--- config.mk ---
export PLATFORM = sky130hd
export DESIGN_NAME = epp_host_engine
export DESIGN_NICKNAME = d
export VERILOG_FILES = /design/src/rtl/epp_pkg.sv /design/src/rtl/epp_sync.sv /design/src/rtl/epp_cycle_fsm.sv /design/src/rtl/epp_irq_unit.sv /design/src/rtl/epp_host_engine.sv
export SDC_FILE = /design/constraint.sdc
export NUM_CORES = 1
export LEC_CHECK = 0
export ABC_CLOCK_PERIOD_IN_PS = 1940
export BUFFER_PORTS_ARGS = -buffer_cell sky130_fd_sc_hd__buf_2
export CAP_MARGIN = 5
export CORE_MARGIN = 1
export CORE_UTILIZATION = 49
export DETAILED_ROUTE_END_ITERATION = 16
export PLACE_DENSITY = 0.87
export SYNTH_ARGS = -nofsm -noshare
export SYNTH_HDL_FRONTEND = slang
export SYNTH_SLANG_ARGS = --single-unit
--- constraint.sdc ---
create_clock -name clk -period 1.94 [get_ports clk]
set_input_delay 0.097 -clock clk [delete_from_list [all_inputs] [get_ports clk]]
set_output_delay 0.097 -clock clk [all_outputs]
set_load 0.05 [all_outputs]
--- src/rtl/epp_pkg.sv ---
package epp_pkg;

  // Bus cycle phases of the engine
  typedef enum logic [1:0] {
    PH_IDLE = 2'd0,   // no cycle; local registers on the bus
    PH_PRE  = 2'd1,   // direction and byte set, waiting for ready
    PH_STRB = 2'd2,   // strobe low, waiting for acknowledge
    PH_REL  = 2'd3    // strobe high, waiting for ready again
  } phase_e;

  // Register offsets
  localparam logic [2:0] OFS_DATA = 3'd0;
  localparam logic [2:0] OFS_STAT = 3'd1;
  localparam logic [2:0] OFS_CTRL = 3'd2;
  localparam logic [2:0] OFS_ADDR = 3'd3;

  // Status bit positions
  localparam int ST_ERR   = 0;
  localparam int ST_PEND  = 1;
  localparam int ST_INTR  = 6;
  localparam int ST_READY = 7;

  // Control bit positions
  localparam int CT_IRQEN   = 0;
  localparam int CT_LINKRST = 1;
  localparam int CT_ERRCLR  = 2;
  localparam int CT_IRQCLR  = 3;

endpackage

--- src/rtl/epp_sync.sv ---
module epp_sync #(
  parameter int           W       = 1,
  parameter int           STAGES  = 2,
  parameter logic [W-1:0] RST_VAL = '0
) (
  input  logic         clk,
  input  logic         rst,
  input  logic [W-1:0] d,
  output logic [W-1:0] q
);

  generate
    if (STAGES == 0) begin : g_bypass
      assign q = d;
    end else begin : g_chain
      logic [W-1:0] stg [STAGES];
      always_ff @(posedge clk) begin
        if (rst) begin
          for (int i = 0; i < STAGES; i++) stg[i] <= RST_VAL;
        end else begin
          stg[0] <= d;
          for (int i = 1; i < STAGES; i++) stg[i] <= stg[i-1];
        end
      end
      assign q = stg[STAGES-1];
    end
  endgenerate

endmodule

--- src/rtl/epp_cycle_fsm.sv ---
module epp_cycle_fsm
  import epp_pkg::*;
#(
  parameter int TIMEOUT_CYC = 64
) (
  input  logic   clk,
  input  logic   rst,
  input  logic   start,     // accepted bus access
  input  logic   wait_hi,   // synchronised handshake level
  output phase_e phase,
  output phase_e phase_nxt,
  output logic   cap,       // sample the bus this clock
  output logic   fin,       // cycle ends this clock
  output logic   abort_o    // cycle abandoned this clock
);

  localparam int CW = $clog2(TIMEOUT_CYC + 1);

  logic [CW-1:0] cnt;
  logic          expired;

  assign expired = (cnt == CW'(TIMEOUT_CYC - 1));

  always_comb begin
    phase_nxt = phase;
    cap       = 1'b0;
    fin       = 1'b0;
    abort_o   = 1'b0;
    unique case (phase)
      PH_IDLE: if (start) phase_nxt = PH_PRE;
      PH_PRE: begin
        if (!wait_hi)      phase_nxt = PH_STRB;
        else if (expired) begin
          phase_nxt = PH_IDLE;
          abort_o   = 1'b1;
        end
      end
      PH_STRB: begin
        if (wait_hi) begin
          phase_nxt = PH_REL;
          cap       = 1'b1;
        end else if (expired) begin
          phase_nxt = PH_IDLE;
          abort_o   = 1'b1;
        end
      end
      PH_REL: begin
        if (!wait_hi) begin
          phase_nxt = PH_IDLE;
          fin       = 1'b1;
        end else if (expired) begin
          phase_nxt = PH_IDLE;
          abort_o   = 1'b1;
        end
      end
      default: phase_nxt = PH_IDLE;
    endcase
    if (abort_o) fin = 1'b1;
  end

  always_ff @(posedge clk) begin
    if (rst) begin
      phase <= PH_IDLE;
      cnt   <= '0;
    end else begin
      phase <= phase_nxt;
      if (phase == PH_IDLE || phase_nxt != phase) cnt <= '0;
      else                                        cnt <= cnt + 1'b1;
    end
  end

endmodule

--- src/rtl/epp_irq_unit.sv ---
module epp_irq_unit (
  input  logic clk,
  input  logic rst,
  input  logic intr_s,    // synchronised interrupt line
  input  logic irq_en,
  input  logic clr,
  output logic pend,
  output logic irq
);

  logic intr_d;
  logic rise;

  assign rise = intr_s & ~intr_d;

  always_ff @(posedge clk) begin
    if (rst) begin
      intr_d <= 1'b0;
      pend   <= 1'b0;
      irq    <= 1'b0;
    end else begin
      intr_d <= intr_s;
      pend   <= rise | (pend & ~clr);
      irq    <= pend & irq_en;
    end
  end

endmodule

--- src/rtl/epp_host_engine.sv ---
module epp_host_engine
  import epp_pkg::*;
#(
  parameter int DATA_W      = 8,
  parameter int TIMEOUT_CYC = 64,
  parameter int SYNC_STAGES = 2
) (
  input  logic              clk,
  input  logic              rst,
  input  logic              req_valid,
  input  logic              req_write,
  input  logic [2:0]        req_addr,
  input  logic [DATA_W-1:0] req_wdata,
  output logic              done,
  output logic              busy,
  output logic [DATA_W-1:0] rdata,
  output logic [DATA_W-1:0] bus_out,
  output logic              bus_oe,
  input  logic [DATA_W-1:0] bus_in,
  output logic              write_n,
  output logic              astrobe_n,
  output logic              dstrobe_n,
  input  logic              wait_n,
  input  logic              intr,
  output logic              init_n,
  output logic              irq
);

  localparam int CTRL_W = 2;

  // ---------------- input synchronisers ----------------
  logic wait_s, intr_s;

  epp_sync #(.W(1), .STAGES(SYNC_STAGES), .RST_VAL(1'b0)) u_wait_sync (
    .clk(clk), .rst(rst), .d(wait_n), .q(wait_s)
  );

  epp_sync #(.W(1), .STAGES(SYNC_STAGES), .RST_VAL(1'b0)) u_intr_sync (
    .clk(clk), .rst(rst), .d(intr), .q(intr_s)
  );

  // ---------------- request decode ----------------
  phase_e phase, phase_nxt;
  logic   cap, fin, abort_c;
  logic   accept, is_bus, start, refuse, local_acc;

  logic [CTRL_W-1:0] ctrl_q;
  logic              err_q;
  logic              pend;

  assign accept    = req_valid && (phase == PH_IDLE);
  assign is_bus    = (req_addr >= OFS_ADDR);
  assign start     = accept && is_bus && !ctrl_q[CT_LINKRST];
  assign refuse    = accept && is_bus &&  ctrl_q[CT_LINKRST];
  assign local_acc = accept && !is_bus;

  epp_cycle_fsm #(.TIMEOUT_CYC(TIMEOUT_CYC)) u_fsm (
    .clk(clk), .rst(rst), .start(start), .wait_hi(wait_s),
    .phase(phase), .phase_nxt(phase_nxt),
    .cap(cap), .fin(fin), .abort_o(abort_c)
  );

  // ---------------- cycle context ----------------
  logic              rd_q, adr_q;
  logic [DATA_W-1:0] wb_q, dreg_q;
  logic              rd_n, adr_n;
  logic [DATA_W-1:0] wb_n, dreg_n;

  logic ctrl_wr;
  logic data_wr;

  assign ctrl_wr = local_acc && req_write && (req_addr == OFS_CTRL);
  assign data_wr = local_acc && req_write && (req_addr == OFS_DATA);

  assign rd_n   = start ? !req_write                : rd_q;
  assign adr_n  = start ? (req_addr == OFS_ADDR)    : adr_q;
  assign wb_n   = start ? req_wdata                 : wb_q;
  assign dreg_n = data_wr ? req_wdata               : dreg_q;

  always_ff @(posedge clk) begin
    if (rst) begin
      rd_q   <= 1'b0;
      adr_q  <= 1'b0;
      wb_q   <= '0;
      dreg_q <= '0;
    end else begin
      rd_q   <= rd_n;
      adr_q  <= adr_n;
      wb_q   <= wb_n;
      dreg_q <= dreg_n;
    end
  end

  // ---------------- control and error ----------------
  always_ff @(posedge clk) begin
    if (rst) begin
      ctrl_q <= '0;
      err_q  <= 1'b0;
    end else begin
      if (ctrl_wr) ctrl_q <= req_wdata[CTRL_W-1:0];
      if (abort_c)                              err_q <= 1'b1;
      else if (ctrl_wr && req_wdata[CT_ERRCLR]) err_q <= 1'b0;
    end
  end

  // ---------------- interrupt ----------------
  epp_irq_unit u_irq (
    .clk(clk), .rst(rst), .intr_s(intr_s),
    .irq_en(ctrl_q[CT_IRQEN]),
    .clr(ctrl_wr && req_wdata[CT_IRQCLR]),
    .pend(pend), .irq(irq)
  );

  // ---------------- read path ----------------
  logic [DATA_W-1:0] status;
  logic [DATA_W-1:0] local_rd;

  always_comb begin
    status           = '0;
    status[ST_ERR]   = err_q;
    status[ST_PEND]  = pend;
    status[ST_INTR]  = intr_s;
    status[ST_READY] = ~wait_s;
  end

  always_comb begin
    unique case (req_addr)
      OFS_DATA: local_rd = dreg_q;
      OFS_STAT: local_rd = status;
      OFS_CTRL: local_rd = DATA_W'(ctrl_q);
      default:  local_rd = '0;
    endcase
  end

  always_ff @(posedge clk) begin
    if (rst) begin
      rdata <= '0;
      done  <= 1'b0;
    end else begin
      done <= local_acc | refuse | fin;
      if (local_acc && !req_write)   rdata <= local_rd;
      else if (refuse && !req_write) rdata <= '0;
      else if (abort_c)              rdata <= '0;
      else if (cap && rd_q)          rdata <= bus_in;
    end
  end

  // ---------------- registered pin drivers ----------------
  always_ff @(posedge clk) begin
    if (rst) begin
      write_n   <= 1'b1;
      astrobe_n <= 1'b1;
      dstrobe_n <= 1'b1;
      bus_oe    <= 1'b1;
      bus_out   <= '0;
    end else if (phase_nxt == PH_IDLE) begin
      write_n   <= 1'b1;
      astrobe_n <= 1'b1;
      dstrobe_n <= 1'b1;
      bus_oe    <= 1'b1;
      bus_out   <= dreg_n;
    end else begin
      write_n   <= rd_n;
      bus_oe    <= !rd_n;
      bus_out   <= wb_n;
      astrobe_n <= !((phase_nxt == PH_STRB) &&  adr_n);
      dstrobe_n <= !((phase_nxt == PH_STRB) && !adr_n);
    end
  end

  assign busy   = (phase != PH_IDLE);
  assign init_n = !ctrl_q[CT_LINKRST];

endmodule

==> Word-level counts from Yosys, hierarchy flattened <==
Memories as Yosys holds them, arrays and structs flattened.
Index checks and enable logic that the tools add are counted.
W data, S select, Z words.
{ "word_totals": {"reg_bits": 54, "ramBits": 4, "input_bits": 25, "output_inout_bits": 24, "wordCells": 110, "mem_count": 2} }
{ "classes": {"addsub": 1, "n_lt_le_gt_ge": 1, "eq_ne": 9, "mux": 34, "bitwise": 13, "reduce_logical": 32} }
{ "memory_table": {"columns": ["memory", "words", "width", "read_ports", "rd_clocked_by_memory_dff", "write_ports", "line", "source"], "rows": [
  ["u_intr_sync.g_chain.stg", 2, 1, 2, 0, 2, "epp_sync.sv:16", "logic [W-1:0] stg [STAGES];"],
  ["u_wait_sync.g_chain.stg", 2, 1, 2, 0, 2, "epp_sync.sv:16", null]
]} }
{ "ops": {"columns": ["op", "n"], "rows": [
  ["$mux W8", 7],
  ["$pmux W8 S3", 1],
  ["$mux W1", 19],
  ["$logic_and A1 B1 Y1", 15],
  ["$mux W2", 5],
  ["$pmux W2 S4", 1],
  ["$add A7 B1 Y7 const B", 1],
  ["$eq A7 B6 Y1 const B", 1],
  ["$logic_not A1 Y1", 7],
  ["$or A1 B1 Y1", 7],
  ["$eq A2 B2 Y1 const B", 3],
  ["$eq A3 B2 Y1 const B", 2],
  ["$reduce_or A2 Y1", 3],
  ["$logic_not A2 Y1", 2],
  ["$reduce_bool A2 Y1", 2],
  ["$reduce_bool A4 Y1", 1],
  ["$and A1 B1 Y1", 3],
  ["$eq A3 B1 Y1 const B", 1],
  ["$ge A3 B2 Y1 const B", 1],
  ["$logic_not A3 Y1", 1],
  ["$not A1 Y1", 3],
  ["$eq A2 B1 Y1 const B", 1],
  ["$ne A2 B2 Y1", 1],
  ["$pmux W1 S2", 1],
  ["$logic_or A1 B1 Y1", 1]
]} }

==> Depth between registers and ports, before layout <==
{ "depth": {"depth_word": 9, "ltp_mapped": 7, "depth_no_buf": 5} }

==> Cells and area by module <==
Synthesis repeated with hierarchy kept, for this count alone.
{ "unflattened": {"cells_unflattened": 293, "hier_area_um2": 2575.0} }
{ "modules_own_cells": {"columns": ["mod", "instances", "cells_each", "area_per_inst_um2", "seq_area_each_um2"], "rows": [
  ["epp_host_engine", 1, 229, 1908.1, 840.8],
  ["epp_cycle_fsm", 1, 47, 466.7, 180.2],
  ["epp_sync", 2, 4, 52.6, 40.0],
  ["epp_irq_unit", 1, 9, 95.1, 60.1]
]} }

==> Least setup slack after synthesis <==
No wires, ideal clock.
{ "synth_timing": {"kind": "reg-to-reg", "start": "register u_fsm.phase[0]", "end": "register bus_out[0]", "setup_ps": 123, "t_arrival_ps": 1947, "required_time_ps": 1817, "path_slack_ps": -130, "path_stages_with_launch": 8, "n_path_buf": 2, "synth_period_minus_slack_ps": 2070, "cell_sequence": "dfxtp_1 -> buf_4 -> nor2_4 -> inv_2 -> nor4b_2 -> buf_4 -> mux2_1 -> mux2_1"} }
{ "synth_between": {"elab_chain_cells": 8, "word_cells_on_any_way": 20, "classes_between": "eq/ne: 3; mux: 9; reduce/logical: 8"} }
{ "synth_lines": {"columns": ["item", "line", "source"], "rows": [
  ["start: declaration", "epp_cycle_fsm.sv:10", "output phase_e phase,"],
  ["start signal: assignment", "epp_cycle_fsm.sv:66", "phase <= phase_nxt;"],
  ["$logic_not A2 Y1", "epp_cycle_fsm.sv:29, epp_host_engine.sv:51", null],
  ["$logic_and A1 B1 Y1", "epp_host_engine.sv:51", "assign accept = req_valid && (phase == PH_IDLE);"],
  ["$logic_and A1 B1 Y1 (2 in series)", "epp_host_engine.sv:53", "assign start = accept && is_bus && !ctrl_q[CT_LINKRST];"],
  ["$mux W2", "epp_cycle_fsm.sv:30", "PH_IDLE: if (start) phase_nxt = PH_PRE;"],
  ["$pmux W2 S4", "epp_cycle_fsm.sv:29", "unique case (phase)"],
  ["$logic_not A2 Y1", "epp_host_engine.sv:156", "end else if (phase_nxt == PH_IDLE) begin"],
  ["$mux W8 (*)", "epp_host_engine.sv:156", null],
  ["end signal: assignment", "epp_host_engine.sv:161", "bus_out <= dreg_n;"],
  ["end signal: assignment", "epp_host_engine.sv:165", "bus_out <= wb_n;"],
  ["end: declaration", "epp_host_engine.sv:17", "output logic [DATA_W-1:0] bus_out,"]
]} }
Every way passes the cells marked *; elsewhere a longest branch is shown, timed or not.
A chain may end at the register's enable or synchronous reset.

==> Final worst setup path <==
{ "layout_timing": {"start": "register u_fsm.cnt[0]", "end": "register bus_out[1]"} }
{ "layout_between": {"elab_chain_cells": 6, "word_cells_on_any_way": 8, "classes_between": "eq/ne: 1; mux: 6; reduce/logical: 1"} }
{ "layout_lines": {"columns": ["item", "line", "source"], "rows": [
  ["start: declaration", "epp_cycle_fsm.sv:19", "logic [CW-1:0] cnt;"],
  ["start signal: assignment", "epp_cycle_fsm.sv:68", "else cnt <= cnt + 1'b1;"],
  ["$eq A7 B6 Y1 (*)", "epp_cycle_fsm.sv:22", "assign expired = (cnt == CW'(TIMEOUT_CYC - 1));"],
  ["$mux W2 (*)", "epp_cycle_fsm.sv:33, epp_cycle_fsm.sv:42, epp_cycle_fsm.sv:51", null],
  ["$mux W2 (on tied branches)", "epp_cycle_fsm.sv:48, epp_cycle_fsm.sv:32, epp_cycle_fsm.sv:39", null],
  ["$pmux W2 S4 (*)", "epp_cycle_fsm.sv:29", null],
  ["$logic_not A2 Y1 (*)", "epp_host_engine.sv:156", null],
  ["$mux W8 (*)", "epp_host_engine.sv:156", null]
]} }
Marked as above.

==> metrics.cfg <==
[global_route]
grt_max_degree = 35
grt_pass1_vias = 1973
grt_pass1_wl_um = 9230
gr-total-overflow = 0
track_usage = 0.230
antenna_found_initial = 0

[synth]
synth_flop_cell = dfxtp_1
ys_warn_count = 0
synth-async-reset-ratio = 0
ys_seq_area_frac = 0.451
synth.distinct_cells = 48
synth_seq_cells = 58
syn_avg_cell_area_um2 = 9.83
synth_enable_flop_cells = 0
synth.cell_area_um2 = 2580
syn_nets = 288
syn_inst = 262

[sta]
max_slew_margin = 0.619
maxSlewViolCount = 0
finalSetupViolCount = 0
period_share = 0.957
timing.hold.ws_ns = 0.0206
clock_skew_ns = 0.00434
worstMarginPinSlew_ns = 0.572
timing.final.hold_violations = 0
period_needed_ns = 1.86
fin_tns_setup_ns = 0
max_freq_ghz = 0.538
rsz0062_at_grt = false

[run_status]
status = finished, final reports clean

[floorplanning]
rows = 26
num_io_pins = 49
die_w_um = 74.5
start_util = 0.508
fp.coreArea_um2 = 5070
die_h_um = 74.5
die_area_um2 = 5550

[worst_setup_path]
path_max_fanout = 5
crit_path_start_kind = flip-flop
arrival_ns = 2.08
critical_path_required_ns = 2.17
path_class = flip-flop to flip-flop
endpoint_kind = flip-flop

[cells_and_area]
syn_to_final_growth_pct = 25.6
fin_cells = 400
fin_util = 0.638
drive_gt1_frac = 0.321
final_area_um2 = 3240
final_nets = 351
n_antenna_cell = 0

[place]
place_area_um2 = 3010
globalplace.congestion = 0.842
portBuffers = 48
dp_cells = 382
dp_hpwl_um = 4190

[hold_path]
hold_class = input pin to flip-flop

[drt]
drt-wirelength-per-cell_um = 14.5
wl_um = 5810
dr_total_vias = 2084
drt_iter0_markers = 128
viasPerCell = 5.21
firstDrtPassIters = 5
route.detailed.drc = 0
ant_nets = 0

[pwr]
leakage_nw = 1.41
p_clk_frac = 0.400
powerDensity_nw_per_um2 = 853
seqPwrFrac = 0.457
p_sw_frac = 0.254
ir_worst_vdd_mv = 0.545
p_switching_w = 0.000700
power_frac_comb = 0.143
p_int_w = 0.00206

[clocking]
cts-root-buf = clkbuf_8
clk_pin_slew_ns = 0.06
max-clock-path-buffers = 2
postCtsSetupBuffers = 0
cts_made_buffers = 9
cts_tree = yes
htreeDepth = 3
clock_latency_ns = 0.34
cts.sinks = 58

[flow_run]
cap_violations = 0

[worst max-delay path: stages (launching register included)]
cell and delay, ns:
dfxtp_1 0.35, ha_1 0.20, and3_1 0.23, a311oi_2 0.12, or3_1 0.37, buf_4 0.19, mux2_4 0.29
[cells in the final DEF, fill, tap and decap left out, types with 6 or more instances in the layout]
master,n
dfxtp_1,58
buf_2,48
nor2b_1,33
nor2_1,29
buf_4,18
nand2_1,12
mux2_4,12
clkbuf_8,11
mux2_1,8
mux2i_1,8
inv_1,7
o211ai_1,7
a21oi_1,6
a221oi_2,6
[per-layer routing]
metal / vias to the layer above / track usage / wire, um
met5: - / 0 / 0
met4: 0 / 0.0922 / 94
met3: 11 / 0.0827 / 366
met2: 68 / 0.358 / 2690
met1: 961 / 0.288 / 2660
li1: 1044 / - / -
[layout make-up]
cell class,count,area (um^2)
multi-input cells,180,1360
flip-flops and latches,58,1160
clock inverters,2,35.0
fillers,415,1840
well taps,70,87.6
inverters,8,35.0
clock buffers,14,163
repair buffers,68,395
[power groups by stage]
stage	sequential (W)	combinational (W)	clock (W)
4_1_cts	0.00126	0.000396	0.00112
5_1_grt	0.00126	0.000424	0.00117
3_5_place_dp	0.00129	0.000391	0
6_report	0.00126	0.000396	0.00110
2_1_floorplan	0.00136	0.000209	0
3_3_place_gp	0.00128	0.000383	0
[cell usage after synthesis, drive strengths merged, types with 2 or more instances]
library cell | instances | share of area
nand2 | 12 | 0.017
nand4 | 2 | 0.0049
inv | 8 | 0.012
o2bb2ai | 2 | 0.0068
a31oi | 2 | 0.0049
nand4b | 3 | 0.010
mux2i | 8 | 0.031
buf | 9 | 0.023
or3b | 2 | 0.0068
nor2b | 33 | 0.080
and3 | 4 | 0.0097
o211a | 2 | 0.0078
o21ai | 5 | 0.0097
a21oi | 6 | 0.012
and2 | 2 | 0.0058
or3 | 3 | 0.0073
dfxtp | 58 | 0.45
clkbuf | 7 | 0.010
a221oi | 6 | 0.035
nand2b | 4 | 0.0097
nor4 | 2 | 0.0049
mux2 | 24 | 0.10
o211ai | 7 | 0.020
nand3 | 4 | 0.0078
nor2 | 30 | 0.047
xnor2 | 3 | 0.010
[repair_timing]
action / CTS / global route
resized for setup: 0 / 1
hold buffers: 2 / 0
endpoints found under the hold margin: 2 / 0
endpoints found under the setup margin: 0 / 7
[cells by family (layout without fill, tap and decap cells)]
group | after synthesis | in the layout | share of synthesized area
AO/OA/AOI/OAI | 36 | 36 | 0.116
XOR/XNOR | 4 | 4 | 0.0136
AND/OR/NAND/NOR | 107 | 107 | 0.234
adder cells (fa/ha/maj) | 1 | 1 | 0.00486
flip-flops | 58 | 58 | 0.451
buffers and inverters | 24 | 92 | 0.0452
multiplexers | 32 | 32 | 0.136
[registers in the layout, indices dropped and copies added (netlist names), 2 cells and up]
register	flops
dreg_q	8
bus_out	8
wb_q	8
ctrl_q	2
u_fsm.cnt	7
u_fsm.phase	2
u_wait_sync.g_chain.stg	2
u_intr_sync.g_chain.stg	2
rdata	8
[metrics by stage]
step / power [W] / worst slack (ns)
finish: 0.00276 / 0.0827
floorplan: 0.00157 / 0.0171
global placement: 0.00167 / 0.145
CTS: 0.00278 / 0.0846
detailed placement: 0.00168 / 0.0957
global route: 0.00286 / 0.000942
[final timing paths]
check	startpoint	to	slack [ns]	cells past startpoint
hold / removal	req_wdata[1]	ctrl_q[1]	0.02	3
hold reg to reg	adr_q	astrobe_n	0.40	1
setup / recovery	u_fsm.cnt[0]	bus_out[1]	0.08	6
setup reg to reg	u_fsm.cnt[0]	bus_out[1]	0.08	6
No activity file was read; power rests on OpenSTA's default activity.
